**src/rtl/osd_scan_pkg.sv**
```systemverilog
package osd_scan_pkg;

    typedef enum logic [1:0] {
        PK_RGB565   = 2'd0,
        PK_RGB888   = 2'd1,
        PK_XRGB     = 2'd2,
        PK_XRGB_ALT = 2'd3
    } pack_e;

    localparam int WORD_BITS  = 32;
    localparam int WORD_BYTES = WORD_BITS / 8;
    localparam int BUF_BYTES  = 2 * WORD_BYTES;
    localparam int BUF_BITS   = BUF_BYTES * 8;
    localparam int CNT_W      = $clog2(BUF_BYTES + 1);

    // bytes taken by one pixel of the given packing
    function automatic logic [2:0] pix_bytes(input pack_e f);
        case (f)
            PK_RGB565: return 3'd2;
            PK_RGB888: return 3'd3;
            default:   return 3'd4;
        endcase
    endfunction

    function automatic logic [7:0] clamp8(input logic signed [19:0] v,
                                          input logic [7:0] lo,
                                          input logic [7:0] hi);
        if (v < $signed({12'd0, lo}))      return lo;
        else if (v > $signed({12'd0, hi})) return hi;
        else                               return v[7:0];
    endfunction

endpackage

```
**src/rtl/osd_line_walker.sv**
```systemverilog
module osd_line_walker
    import osd_scan_pkg::*;
#(
    parameter int AW = 32,
    parameter int SW = 16,
    parameter int XW = 12,
    parameter int YW = 11
) (
    input  logic                 clk,
    input  logic                 rst_n,
    input  logic                 restart,
    input  logic                 en,
    input  pack_e                fmt,
    input  logic                 ilace,
    input  logic                 field,
    input  logic [AW-1:0]        base,
    input  logic [SW-1:0]        stride,
    input  logic [XW-1:0]        width,
    input  logic [YW-1:0]        lines,
    input  logic                 room,
    input  logic                 line_done,
    output logic                 req_valid,
    input  logic                 req_ready,
    output logic [AW-1:0]        req_addr,
    input  logic                 rsp_valid,
    input  logic [WORD_BITS-1:0] rsp_data,
    output logic                 wr_valid,
    output logic [WORD_BITS-1:0] wr_data
);
    localparam int BW = XW + 3;

    typedef enum logic {WK_IDLE, WK_LINE} wk_st_e;

    typedef struct packed {
        wk_st_e        st;
        logic [AW-1:0] line_addr;
        logic [AW-1:0] word_addr;
        logic [YW-1:0] line_idx;
        logic [BW-1:0] words_left;
        logic          inflight;
        logic          stale;
    } wk_t;

    wk_t q, d;

    logic [BW-1:0] line_bytes;
    logic [BW-1:0] line_words;
    logic [AW-1:0] step;
    logic [AW-1:0] first_addr;
    logic          hs;
    logic          can_start;

    always_comb begin
        line_bytes = BW'(width) * BW'(pix_bytes(fmt));
        line_words = (line_bytes + BW'(3)) >> 2;
        step       = ilace ? (AW'(stride) << 1) : AW'(stride);
        first_addr = base + ((ilace && field) ? AW'(stride) : '0);
        can_start  = en && (width != '0) && (lines != '0);

        req_valid = (q.st == WK_LINE) && (q.words_left != '0) && !q.inflight && room;
        req_addr  = q.word_addr;
        hs        = req_valid && req_ready;
        wr_valid  = rsp_valid && !q.stale;
        wr_data   = rsp_data;

        d = q;
        if (rsp_valid) begin
            d.inflight = 1'b0;
            d.stale    = 1'b0;
        end
        if (hs) begin
            d.inflight   = 1'b1;
            d.words_left = q.words_left - 1'b1;
            d.word_addr  = q.word_addr + AW'(WORD_BYTES);
        end
        if (line_done && q.st == WK_LINE) begin
            if (q.line_idx == lines - 1'b1) begin
                d.st = WK_IDLE;
            end else begin
                d.line_idx   = q.line_idx + 1'b1;
                d.line_addr  = q.line_addr + step;
                d.word_addr  = q.line_addr + step;
                d.words_left = line_words;
            end
        end
        if (restart) begin
            // a word still owed by memory belongs to the old scan
            d.stale      = d.inflight;
            d.st         = can_start ? WK_LINE : WK_IDLE;
            d.line_idx   = '0;
            d.line_addr  = first_addr;
            d.word_addr  = first_addr;
            d.words_left = line_words;
        end
    end

    always_ff @(posedge clk or negedge rst_n) begin
        if (!rst_n) q <= '0;
        else        q <= d;
    end

    // a raised request holds until taken
    assert_req_hold_R12: assert property (@(posedge clk) disable iff (!rst_n)
        (req_valid && !req_ready && !restart) |=> (req_valid && $stable(req_addr)));

    // no new request while a response is being delivered
    assert_one_out_R12: assert property (@(posedge clk) disable iff (!rst_n)
        rsp_valid |-> !req_valid);

endmodule

```
**src/rtl/osd_pix_unpack.sv**
```systemverilog
module osd_pix_unpack
    import osd_scan_pkg::*;
#(
    parameter int XW = 12
) (
    input  logic                 clk,
    input  logic                 rst_n,
    input  logic                 restart,
    input  pack_e                fmt,
    input  logic [XW-1:0]        width,
    input  logic                 wr_valid,
    input  logic [WORD_BITS-1:0] wr_data,
    output logic                 room,
    output logic                 px_valid,
    input  logic                 px_ready,
    output logic [23:0]          px_rgb,
    output logic                 px_sof,
    output logic                 px_eol,
    output logic                 line_done
);
    typedef struct packed {
        logic [BUF_BITS-1:0] data;
        logic [CNT_W-1:0]    cnt;
        logic [XW-1:0]       idx;
        logic                sof;
    } up_t;

    up_t q, d;

    logic [2:0]          bpp;
    logic [2:0]          used;
    logic [CNT_W-1:0]    keep;
    logic [BUF_BITS-1:0] kept;
    logic [15:0]         hw;
    logic                fire;

    always_comb begin
        bpp       = pix_bytes(fmt);
        px_valid  = q.cnt >= CNT_W'(bpp);
        px_eol    = q.idx == width - 1'b1;
        px_sof    = q.sof;
        fire      = px_valid && px_ready;
        line_done = fire && px_eol;
        room      = q.cnt <= CNT_W'(WORD_BYTES);

        hw = q.data[15:0];
        case (fmt)
            PK_RGB565: px_rgb = {hw[15:11], hw[15:13], hw[10:5], hw[10:9], hw[4:0], hw[4:2]};
            default:   px_rgb = {q.data[23:16], q.data[15:8], q.data[7:0]};
        endcase

        used = fire ? bpp : 3'd0;
        keep = line_done ? '0 : q.cnt - CNT_W'(used);
        kept = line_done ? '0 : (q.data >> {used, 3'b000});

        d = q;
        d.data = kept;
        d.cnt  = keep;
        if (wr_valid) begin
            d.data = kept | ({{(BUF_BITS-WORD_BITS){1'b0}}, wr_data} << {keep, 3'b000});
            d.cnt  = keep + CNT_W'(WORD_BYTES);
        end
        if (fire) begin
            d.sof = 1'b0;
            d.idx = line_done ? '0 : q.idx + 1'b1;
        end
        if (restart) begin
            d.data = '0;
            d.cnt  = '0;
            d.idx  = '0;
            d.sof  = 1'b1;
        end
    end

    always_ff @(posedge clk or negedge rst_n) begin
        if (!rst_n) q <= '0;
        else        q <= d;
    end

    // a word only arrives when the staging buffer can hold it
    assert_buf_fit_R6: assert property (@(posedge clk) disable iff (!rst_n)
        wr_valid |-> (q.cnt <= CNT_W'(WORD_BYTES)));

endmodule

```
**src/rtl/osd_ycc_stage.sv**
```systemverilog
module osd_ycc_stage
    import osd_scan_pkg::*;
(
    input  logic        clk,
    input  logic        rst_n,
    input  logic        in_valid,
    output logic        in_ready,
    input  logic [23:0] in_rgb,
    input  logic        in_sof,
    input  logic        in_eol,
    output logic        out_valid,
    input  logic        out_ready,
    output logic [7:0]  out_y,
    output logic [7:0]  out_cb,
    output logic [7:0]  out_cr,
    output logic        out_sof,
    output logic        out_eol
);
    typedef struct packed {
        logic       valid;
        logic [7:0] y;
        logic [7:0] cb;
        logic [7:0] cr;
        logic       sof;
        logic       eol;
    } yc_t;

    yc_t q, d;

    logic signed [19:0] rs, gs, bs, ys, cbs, crs;

    always_comb begin
        rs  = $signed({12'd0, in_rgb[23:16]});
        gs  = $signed({12'd0, in_rgb[15:8]});
        bs  = $signed({12'd0, in_rgb[7:0]});
        ys  = ((20'sd66 * rs + 20'sd129 * gs + 20'sd25 * bs + 20'sd128) >>> 8) + 20'sd16;
        cbs = ((20'sd112 * bs - 20'sd38 * rs - 20'sd74 * gs + 20'sd128) >>> 8) + 20'sd128;
        crs = ((20'sd112 * rs - 20'sd94 * gs - 20'sd18 * bs + 20'sd128) >>> 8) + 20'sd128;

        in_ready = !q.valid || out_ready;

        d = q;
        if (in_ready) begin
            d.valid = in_valid;
            if (in_valid) begin
                d.y   = clamp8(ys, 8'd16, 8'd235);
                d.cb  = clamp8(cbs, 8'd16, 8'd240);
                d.cr  = clamp8(crs, 8'd16, 8'd240);
                d.sof = in_sof;
                d.eol = in_eol;
            end
        end

        out_valid = q.valid;
        out_y     = q.y;
        out_cb    = q.cb;
        out_cr    = q.cr;
        out_sof   = q.sof;
        out_eol   = q.eol;
    end

    always_ff @(posedge clk or negedge rst_n) begin
        if (!rst_n) q <= '0;
        else        q <= d;
    end

    // a stalled pixel is held unchanged
    assert_hold_R9: assert property (@(posedge clk) disable iff (!rst_n)
        (out_valid && !out_ready) |=> (out_valid && $stable({out_y, out_cb, out_cr, out_sof, out_eol})));

    // presented values stay in studio range
    assert_range_R8: assert property (@(posedge clk) disable iff (!rst_n)
        out_valid |-> (out_y >= 8'd16 && out_y <= 8'd235 &&
                       out_cb >= 8'd16 && out_cb <= 8'd240 &&
                       out_cr >= 8'd16 && out_cr <= 8'd240));

endmodule

```
**src/rtl/osd_scan_fmt.sv**
```systemverilog
module osd_scan_fmt
    import osd_scan_pkg::*;
#(
    parameter int AW = 32,
    parameter int SW = 16,
    parameter int XW = 12,
    parameter int YW = 11
) (
    input  logic          clk,
    input  logic          rst_n,
    input  logic          vsync,
    input  logic          field_odd,
    input  logic          cfg_wr,
    input  logic          cfg_en,
    input  logic [1:0]    cfg_fmt,
    input  logic          cfg_ilace,
    input  logic [AW-1:0] cfg_base,
    input  logic [SW-1:0] cfg_stride,
    input  logic [XW-1:0] cfg_width,
    input  logic [YW-1:0] cfg_lines,
    output logic          mem_req_valid,
    input  logic          mem_req_ready,
    output logic [AW-1:0] mem_req_addr,
    input  logic          mem_rsp_valid,
    input  logic [31:0]   mem_rsp_data,
    output logic          pix_valid,
    input  logic          pix_ready,
    output logic [7:0]    pix_y,
    output logic [7:0]    pix_cb,
    output logic [7:0]    pix_cr,
    output logic          pix_sof,
    output logic          pix_eol
);
    typedef struct packed {
        logic          en;
        pack_e         fmt;
        logic          ilace;
        logic [AW-1:0] base;
        logic [SW-1:0] stride;
        logic [XW-1:0] width;
        logic [YW-1:0] lines;
    } plane_t;

    typedef struct packed {
        plane_t shadow;
        plane_t live;
        logic   field;
        logic   go;
    } top_t;

    top_t q, d;

    always_comb begin
        d    = q;
        d.go = vsync;
        if (cfg_wr) begin
            d.shadow.en     = cfg_en;
            d.shadow.fmt    = pack_e'(cfg_fmt);
            d.shadow.ilace  = cfg_ilace;
            d.shadow.base   = cfg_base;
            d.shadow.stride = cfg_stride;
            d.shadow.width  = cfg_width;
            d.shadow.lines  = cfg_lines;
        end
        if (vsync) begin
            d.live  = q.shadow;
            d.field = field_odd;
        end
    end

    always_ff @(posedge clk or negedge rst_n) begin
        if (!rst_n) q <= '0;
        else        q <= d;
    end

    logic        room, line_done, wr_valid;
    logic [31:0] wr_data;
    logic        px_valid, px_ready, px_sof, px_eol;
    logic [23:0] px_rgb;

    osd_line_walker #(.AW(AW), .SW(SW), .XW(XW), .YW(YW)) u_walk (
        .clk       (clk),
        .rst_n     (rst_n),
        .restart   (q.go),
        .en        (q.live.en),
        .fmt       (q.live.fmt),
        .ilace     (q.live.ilace),
        .field     (q.field),
        .base      (q.live.base),
        .stride    (q.live.stride),
        .width     (q.live.width),
        .lines     (q.live.lines),
        .room      (room),
        .line_done (line_done),
        .req_valid (mem_req_valid),
        .req_ready (mem_req_ready),
        .req_addr  (mem_req_addr),
        .rsp_valid (mem_rsp_valid),
        .rsp_data  (mem_rsp_data),
        .wr_valid  (wr_valid),
        .wr_data   (wr_data)
    );

    osd_pix_unpack #(.XW(XW)) u_unpack (
        .clk       (clk),
        .rst_n     (rst_n),
        .restart   (q.go),
        .fmt       (q.live.fmt),
        .width     (q.live.width),
        .wr_valid  (wr_valid),
        .wr_data   (wr_data),
        .room      (room),
        .px_valid  (px_valid),
        .px_ready  (px_ready),
        .px_rgb    (px_rgb),
        .px_sof    (px_sof),
        .px_eol    (px_eol),
        .line_done (line_done)
    );

    osd_ycc_stage u_ycc (
        .clk       (clk),
        .rst_n     (rst_n),
        .in_valid  (px_valid),
        .in_ready  (px_ready),
        .in_rgb    (px_rgb),
        .in_sof    (px_sof),
        .in_eol    (px_eol),
        .out_valid (pix_valid),
        .out_ready (pix_ready),
        .out_y     (pix_y),
        .out_cb    (pix_cb),
        .out_cr    (pix_cr),
        .out_sof   (pix_sof),
        .out_eol   (pix_eol)
    );

    // live settings change only on a sync pulse
    assert_shadow_hold_R2: assert property (@(posedge clk) disable iff (!rst_n)
        !vsync |=> $stable(q.live));

    // a disabled live plane issues no requests once restarted
    assert_off_quiet_R11: assert property (@(posedge clk) disable iff (!rst_n)
        (!q.live.en && !q.go) |-> !mem_req_valid);

endmodule

```
**config.mk**
```make
export PLATFORM = sky130hd
export DESIGN_NAME = osd_scan_fmt
export DESIGN_NICKNAME = d
export VERILOG_FILES = /design/src/rtl/osd_scan_pkg.sv /design/src/rtl/osd_line_walker.sv /design/src/rtl/osd_pix_unpack.sv /design/src/rtl/osd_ycc_stage.sv /design/src/rtl/osd_scan_fmt.sv
export SDC_FILE = /design/constraint.sdc
export NUM_CORES = 1
export LEC_CHECK = 0
export BUFFER_PORTS_ARGS = -buffer_cell sky130_fd_sc_hd__buf_4
export CAP_MARGIN = 20
export CORE_MARGIN = 1
export CORE_UTILIZATION = 32
export CTS_BUF_LIST = sky130_fd_sc_hd__clkbuf_4
export CTS_CLUSTER_DIAMETER = 120
export CTS_CLUSTER_SIZE = 14
export DETAILED_ROUTE_END_ITERATION = 10
export GPL_TIMING_DRIVEN = 0
export PLACE_DENSITY = 0.45
export SYNTH_ARGS = -nofsm -noshare
export SYNTH_HDL_FRONTEND = slang
export SYNTH_SLANG_ARGS = --single-unit
```
**constraint.sdc**
```tcl
create_clock -name clk -period 9.55 [get_ports clk]
set_clock_uncertainty 0.15 [all_clocks]
set_input_delay 1.4325 -clock clk [delete_from_list [all_inputs] [get_ports clk]]
set_output_delay 1.4325 -clock clk [all_outputs]
set_load 0.05 [all_outputs]
```
Yosys cells after proc, flatten, opt, wreduce, memory -nomap -nowiden
Index checks and enable logic that the tools add are counted.
{"block": "word_totals", "reg_bits": 353, "out_inout_bits": 60}
{"block": "classes", "n_bitwise": 1, "shifts": 2, "n_reduce_logical": 26, "eq_ne": 4, "multipliers": 10, "order_cmp": 8, "mux": 26, "add_sub_neg": 23}
{"op": "2-to-1 mux 91 bit", "count": 2}
{"op": "2-to-1 mux 90 bit", "count": 1}
{"op": "2-to-1 mux 81 bit", "count": 1}
{"op": "subtractor 20 bit", "count": 4}
{"op": "2-to-1 mux 68 bit", "count": 1}
{"op": "adder 32 bit", "count": 2}
{"op": "2-to-1 mux 64 bit", "count": 1}
{"op": "OR 64 bit", "count": 1}
{"op": "left shift 32 x 7 -> 64 bit", "count": 1}
{"op": "right shift 64 x 6 -> 64 bit", "count": 1}
{"op": "adder 20 x 9 -> 20 bit, second input constant", "count": 3}
{"op": "greater-than comparator 20 x 9 -> 1 bit, second input constant", "count": 3}
{"op": "< comparator 20 x 6 -> 1 bit, second input constant", "count": 3}
{"op": "2-to-1 mux 8 bit", "count": 6}
{"op": "multiplier 6 x 8 -> 14 bit, first input constant", "count": 3}
{"op": "adder 20 bit", "count": 2}
{"op": "adder 32 x 3 -> 32 bit, second input constant", "count": 1}
{"op": "2-to-1 mux 16 bit", "count": 2}
{"op": "2-to-1 mux 32 bit", "count": 1}
{"op": "adder 12 x 9 -> 13 bit, second input constant", "count": 2}
{"op": "multiplier 5 x 8 -> 13 bit, first input constant", "count": 2}
{"op": "2-to-1 mux 24 bit", "count": 1}
{"op": "multiplier 3 x 8 -> 11 bit, first input constant", "count": 2}
{"op": "2-to-1 mux 17 bit", "count": 1}
{"op": "34 further kinds", "count": 53}

Depth between registers and ports, before layout
{"block": "logic_depth", "word_depth": 11, "mapped_depth": 40}

Hierarchy
Synthesis repeated with hierarchy kept, for this count alone.
{"block": "hier_totals", "cells_unflattened": 3329, "area_unflattened_um2": 30698.2}
{"mod": "osd_ycc_stage", "area_each_um2": 9312.7, "seq_area_each_um2": 675.6, "n_inst": 1, "cells_per_inst": 1091}
{"mod": "osd_line_walker", "area_each_um2": 9206.3, "seq_area_each_um2": 2277.2, "n_inst": 1, "cells_per_inst": 1109}
{"mod": "osd_pix_unpack", "area_each_um2": 6383.6, "seq_area_each_um2": 2026.9, "n_inst": 1, "cells_per_inst": 810}
{"mod": "osd_scan_fmt", "area_each_um2": 5795.6, "seq_area_each_um2": 3803.6, "n_inst": 1, "cells_per_inst": 319}

Least setup slack after synthesis
No wires, ideal clock.
{"block": "synth_timing", "path_kind": "reg2reg", "start": "register q[74] in the netlist's numbering", "end": "register u_ycc.out_cr[0] (netlist name)", "required_ps": 9265, "path_stages_with_launch": 34, "setup_slack_ps": 887, "setup_time_ps": 135, "arrival_ps": 8379, "cell_sequence": "dfrtp_1 clkbuf_1 nor2_1 clkbuf_1 mux2i_1 inv_1 ha_1 fa_1 inv_1 fa_1 inv_1 ha_1 a21boi_0 o21ai_0 a21boi_0 o21ai_0 a21boi_0 nor2_1 fa_1 inv_1 ha_1 ha_1 clkbuf_1 nand2_1 or2_2 o211ai_1 a21oi_1 nand2b_1 ha_1 or4_1 mux2i_1 o21bai_1 a32oi_1 o31ai_1"}
{"block": "synth_via", "elab_chain_len": 10, "word_cells_on_any_way": 17}
{"item": "start: declaration", "line_no": "osd_scan_fmt.sv:51", "rtl": "top_t q, d;"}
{"item": "start signal: assignment", "line_no": "osd_scan_fmt.sv:72", "rtl": "if (!rst_n) q <= '0;"}
{"item": "start signal: assignment", "line_no": "osd_scan_fmt.sv:73", "rtl": "else q <= d;"}
{"item": "logical NOT 2 bit", "line_no": "osd_scan_pkg.sv:18, osd_pix_unpack.sv:47"}
{"item": "2-to-1 mux 24 bit", "line_no": "osd_pix_unpack.sv:47", "rtl": "case (fmt)"}
{"item": "multiplier 6 x 8 -> 14 bit or multiplier 3 x 8 -> 11 bit (tied branches)", "line_no": "osd_ycc_stage.sv:38", "rtl": "crs = ((20'sd112 * rs - 20'sd94 * gs - 20'sd18 * bs + 20'sd128) >>> 8) + 20'sd128;"}
{"item": "subtractor 20 bit (2 in series)", "line_no": "osd_ycc_stage.sv:38"}
{"item": "adder 20 x 9 -> 20 bit", "line_no": "osd_ycc_stage.sv:38"}
{"item": "adder 12 x 9 -> 13 bit", "line_no": "osd_ycc_stage.sv:38"}
{"item": "greater-than comparator 20 x 9 -> 1 bit", "line_no": "osd_scan_pkg.sv:29", "rtl": "else if (v > $signed({12'd0, hi})) return hi;"}
{"item": "2-to-1 mux 8 bit", "line_no": "osd_scan_pkg.sv:29"}
{"item": "2-to-1 mux 8 bit", "line_no": "osd_scan_pkg.sv:28", "rtl": "if (v < $signed({12'd0, lo})) return lo;"}
Several ways; a longest one is shown, not always the timed one.
A chain may end at the register's enable or synchronous reset.

Worst setup path after layout
{"block": "layout_timing", "start": "register q[75] in the netlist's numbering", "end": "register u_ycc.out_cr[2] (netlist name)"}
{"block": "layout_via", "elab_chain_len": 10, "word_cells_on_any_way": 17}
{"item": "logical NOT 2 bit", "line_no": "osd_scan_pkg.sv:18, osd_pix_unpack.sv:47"}
{"item": "2-to-1 mux 24 bit", "line_no": "osd_pix_unpack.sv:47"}
{"item": "multiplier 6 x 8 -> 14 bit or multiplier 3 x 8 -> 11 bit (tied branches)", "line_no": "osd_ycc_stage.sv:38"}
{"item": "subtractor 20 bit (2 in series)", "line_no": "osd_ycc_stage.sv:38"}
{"item": "adder 20 x 9 -> 20 bit", "line_no": "osd_ycc_stage.sv:38"}
{"item": "adder 12 x 9 -> 13 bit", "line_no": "osd_ycc_stage.sv:38"}
{"item": "greater-than comparator 20 x 9 -> 1 bit", "line_no": "osd_scan_pkg.sv:29"}
{"item": "2-to-1 mux 8 bit", "line_no": "osd_scan_pkg.sv:29"}
{"item": "2-to-1 mux 8 bit", "line_no": "osd_scan_pkg.sv:28"}
Several ways; a longest one is shown, not always the timed one.

==> metrics.csv <==
stage,metric,value,unit
global_routing,global-route wire length before repair,149000,um
die,initial core utilization,32.4,%
placement,Cells after DPL,4684,
synth,top-count cell post-synth,dfrtp_1,
timing,Final Hold Viols,0,
routing,vias,24200,
synth,Yosys warning count,0,
die,Die W,307,um
placement,port buffer count,173,
synth,number of flops mapped to enable cells by yosys,0,
critical_path,"Max stage delay cell, worst path",or4_1,
critical_path,"slowest stage delay, CP",570,ps
timing,pins over their slew limit,0,
synth,asr flop ratio synth,100,%
synth,Post-Synthesis Cells,3257,
critical_path,Setup crit start kind,flip-flop,
synth,number of synthesized register bits,351,
routing,Routed Antenna Nets,0,
timing,post-layout minimum cycle time,9040,ps
clock_network,"Clk Latency, worst-skew pair",940,ps
critical_path,worst r2r path cells,35,
global_routing,total track usage,20.6,%
routing,Via density,5.12,
critical_path,CP Class,flip-flop to flip-flop,
clock_network,clk buf depth,3,
routing,routed len/inst,20.8,um
timing,post-route clock period utilization,94.7,%
die,core area,0.0919,mm2
clock_network,CTS buffer count,30,
finish,nets,3985,
worst_hold_path,HP Class,input pin to asynchronous set/reset pin,
routing,1st-pass router iterations,7,
placement,DP HPWL,77500,um
timing,Achievable Freq,0.111,GHz
global_routing,initial antenna violation count,3,
routing,Remaining DRCs,0,
clock_network,clock sink total,351,
synth,Netlist cell types,80,
placement,Placer Congestion,0.893,
routing,number of DRC markers after the initial detailed-route iteration,1394,
status,status,finished clean,
synth,Synth area leaders,"dfrtp_1 (29%), ha_1 (13%), mux2_2 (6.9%)",
clock_network,H-Tree Depth,1,
synth,cell accounting for the most synthesized area,dfrtp_1,
critical_path,"most used cell, CP",ha_1,
critical_path,Worst Path Required,10140,ps
die,DIE AREA,0.0944,mm2
timing,Hold WS,322,ps
synth,Mapped Area,0.0298,mm2
clock_network,CTS tree,built,
critical_path,Critical Path AT,9630,ps
critical_path,nature of the critical path endpoint,flip-flop,
global_routing,"Remaining Overflow, GRT",0,
die,Rows,111,
synth,syn_area_per_cell,9.15,um2
routing,final wirelength,98100,um
synth,Syn Nets,3768,
synth,Main synth FF type,dfrtp_1,
finish,layout cells sized above 1,14.1,%
global_routing,vias in the first global route,24100,
synth,most frequent cells after synthesis,"dfrtp_1 (351), ha_1 (318), inv_1 (255), nand2_1 (250), a21oi_1 (230)",
synth,Yosys top cell area share,29.5,%
finish,fin cells,4728,
clock_network,clock slew at reported path FFs,170,ps
global_routing,largest net degree at the start of global routing,105,
critical_path,worst-path maximum fanout,10,
timing,worst slew pin tran,1120,ps
clock_network,Root Driver,clkbuf_4,
run,maxcap violations,0,
finish,utilization after layout,36.2,%
die,Die Height,307,um
timing,Final setup viols,0,
finish,area delta synth->final,11.7,%
timing,Slew HR,25.2,%
clock_network,Post-CTS Hold Buffers,0,
die,Ports,175,
synth,sequential area share after synthesis,29.5,%
[path summary, 6_finish.rpt]
kind	start	endpoint	slack (ps)
worst max-delay path	q[75]	u_ycc.out_cr[2]	510
worst min-delay path	rst_n	q[35]	320
worst max register to register	q[75]	u_ycc.out_cr[2]	510
worst min register to register	q[102]	q[27]	340
max in group asynchronous	rst_n	q[74]	7600
min in group clk	q[102]	q[27]	340
[what timing repair did]
| action | in CTS | in global routing |
|---|---|---|
| pin swaps | 3 | 4 |
| setup buffers | 2 | 1 |
| gates resized for setup | 22 | 20 |
| endpoints found under the setup margin | 15 | 10 |
[final cells by class]
| cell class | count | area [um2] |
|---|---|---|
| tap | 1243 | 1560 |
| antenna | 6 | 15.0 |
| clock buffer | 30 | 225 |
| inverter | 256 | 965 |
| clock inverter | 7 | 73.8 |
| timing repair buffer | 187 | 1490 |
| fill | 9745 | 58600 |
| multi-input combinational | 2474 | 19400 |
| sequential | 351 | 8790 |
| buffer | 174 | 813 |
[per-stage QoR]
step | area [um2] | setup WS, ps | setup TNS (ps)
after floorplan | 29800 | 887 | 0
after global placement | 32700 | -1280 | -16700
after detailed placement | 32800 | -1220 | -9110
after CTS | 33200 | 71.8 | 0
after global routing | 33300 | -33.2 | -88.1
final | 33300 | 508 | 0
[metal layers]
metal	routed length (um)	global-route usage [%]	part of all wire, %	up-vias
met5	13	0	0.013	-
met4	2580	5.17	2.6	2
met3	3780	2.41	3.8	110
met2	46600	34.8	47	469
met1	45200	27.9	46	11700
li1	-	-	-	11900
[state kept, by name, indices dropped and copies added, names as in the netlist]
signal / flops
q: 152
u_ycc.out_cb: 8
u_ycc.out_cr: 8
u_unpack.px_sof: 1
u_ycc.out_sof: 1
u_ycc.out_y: 8
u_ycc.out_valid: 1
u_unpack.hw: 16
u_walk.req_addr: 30
u_unpack.q: 64
u_walk.q: 61
u_ycc.out_eol: 1
[placed cells by master (no fill, tap or decap), types with 82 or more instances in the layout]
cell type	count
a21oi_1	227
buf_4	211
clkbuf_1	105
dfrtp_1	349
ha_1	318
inv_1	254
mux2_2	182
nand2_1	249
nand3_1	82
nor2_1	192
o21ai_0	149
xnor2_1	130
xor2_1	83
[kinds of logic (layout without fill, tap and decap cells)]
family / count (synthesis) / in the layout / share of synthesized area (%)
adder cells (fa/ha/maj): 396 / 396 / 18.6
multiplexers: 264 / 264 / 9.63
AND/OR/NAND/NOR: 841 / 841 / 13.8
other: 1 / 7 / 0.0126
flip-flops: 351 / 351 / 29.5
AO/OA/AOI/OAI: 759 / 759 / 16.4
buffers and inverters: 432 / 654 / 5.92
XOR/XNOR: 213 / 213 / 6.26
[critical path: cells and delay by family, from the launching register on]
| kind | cells | cell delay [ps] |
|---|---|---|
| and+or+nand+nor | 8 | 1740 |
| buffers and inverters | 7 | 810 |
| muxes | 2 | 530 |
| DFF | 1 | 490 |
| AOI/OAI and AO/OA | 10 | 1930 |
| adders and majority gates | 8 | 3180 |
Power is left out: the tool's default activity adds up to more than one toggle a clock period on the data nets, which glitch-free logic cannot reach.
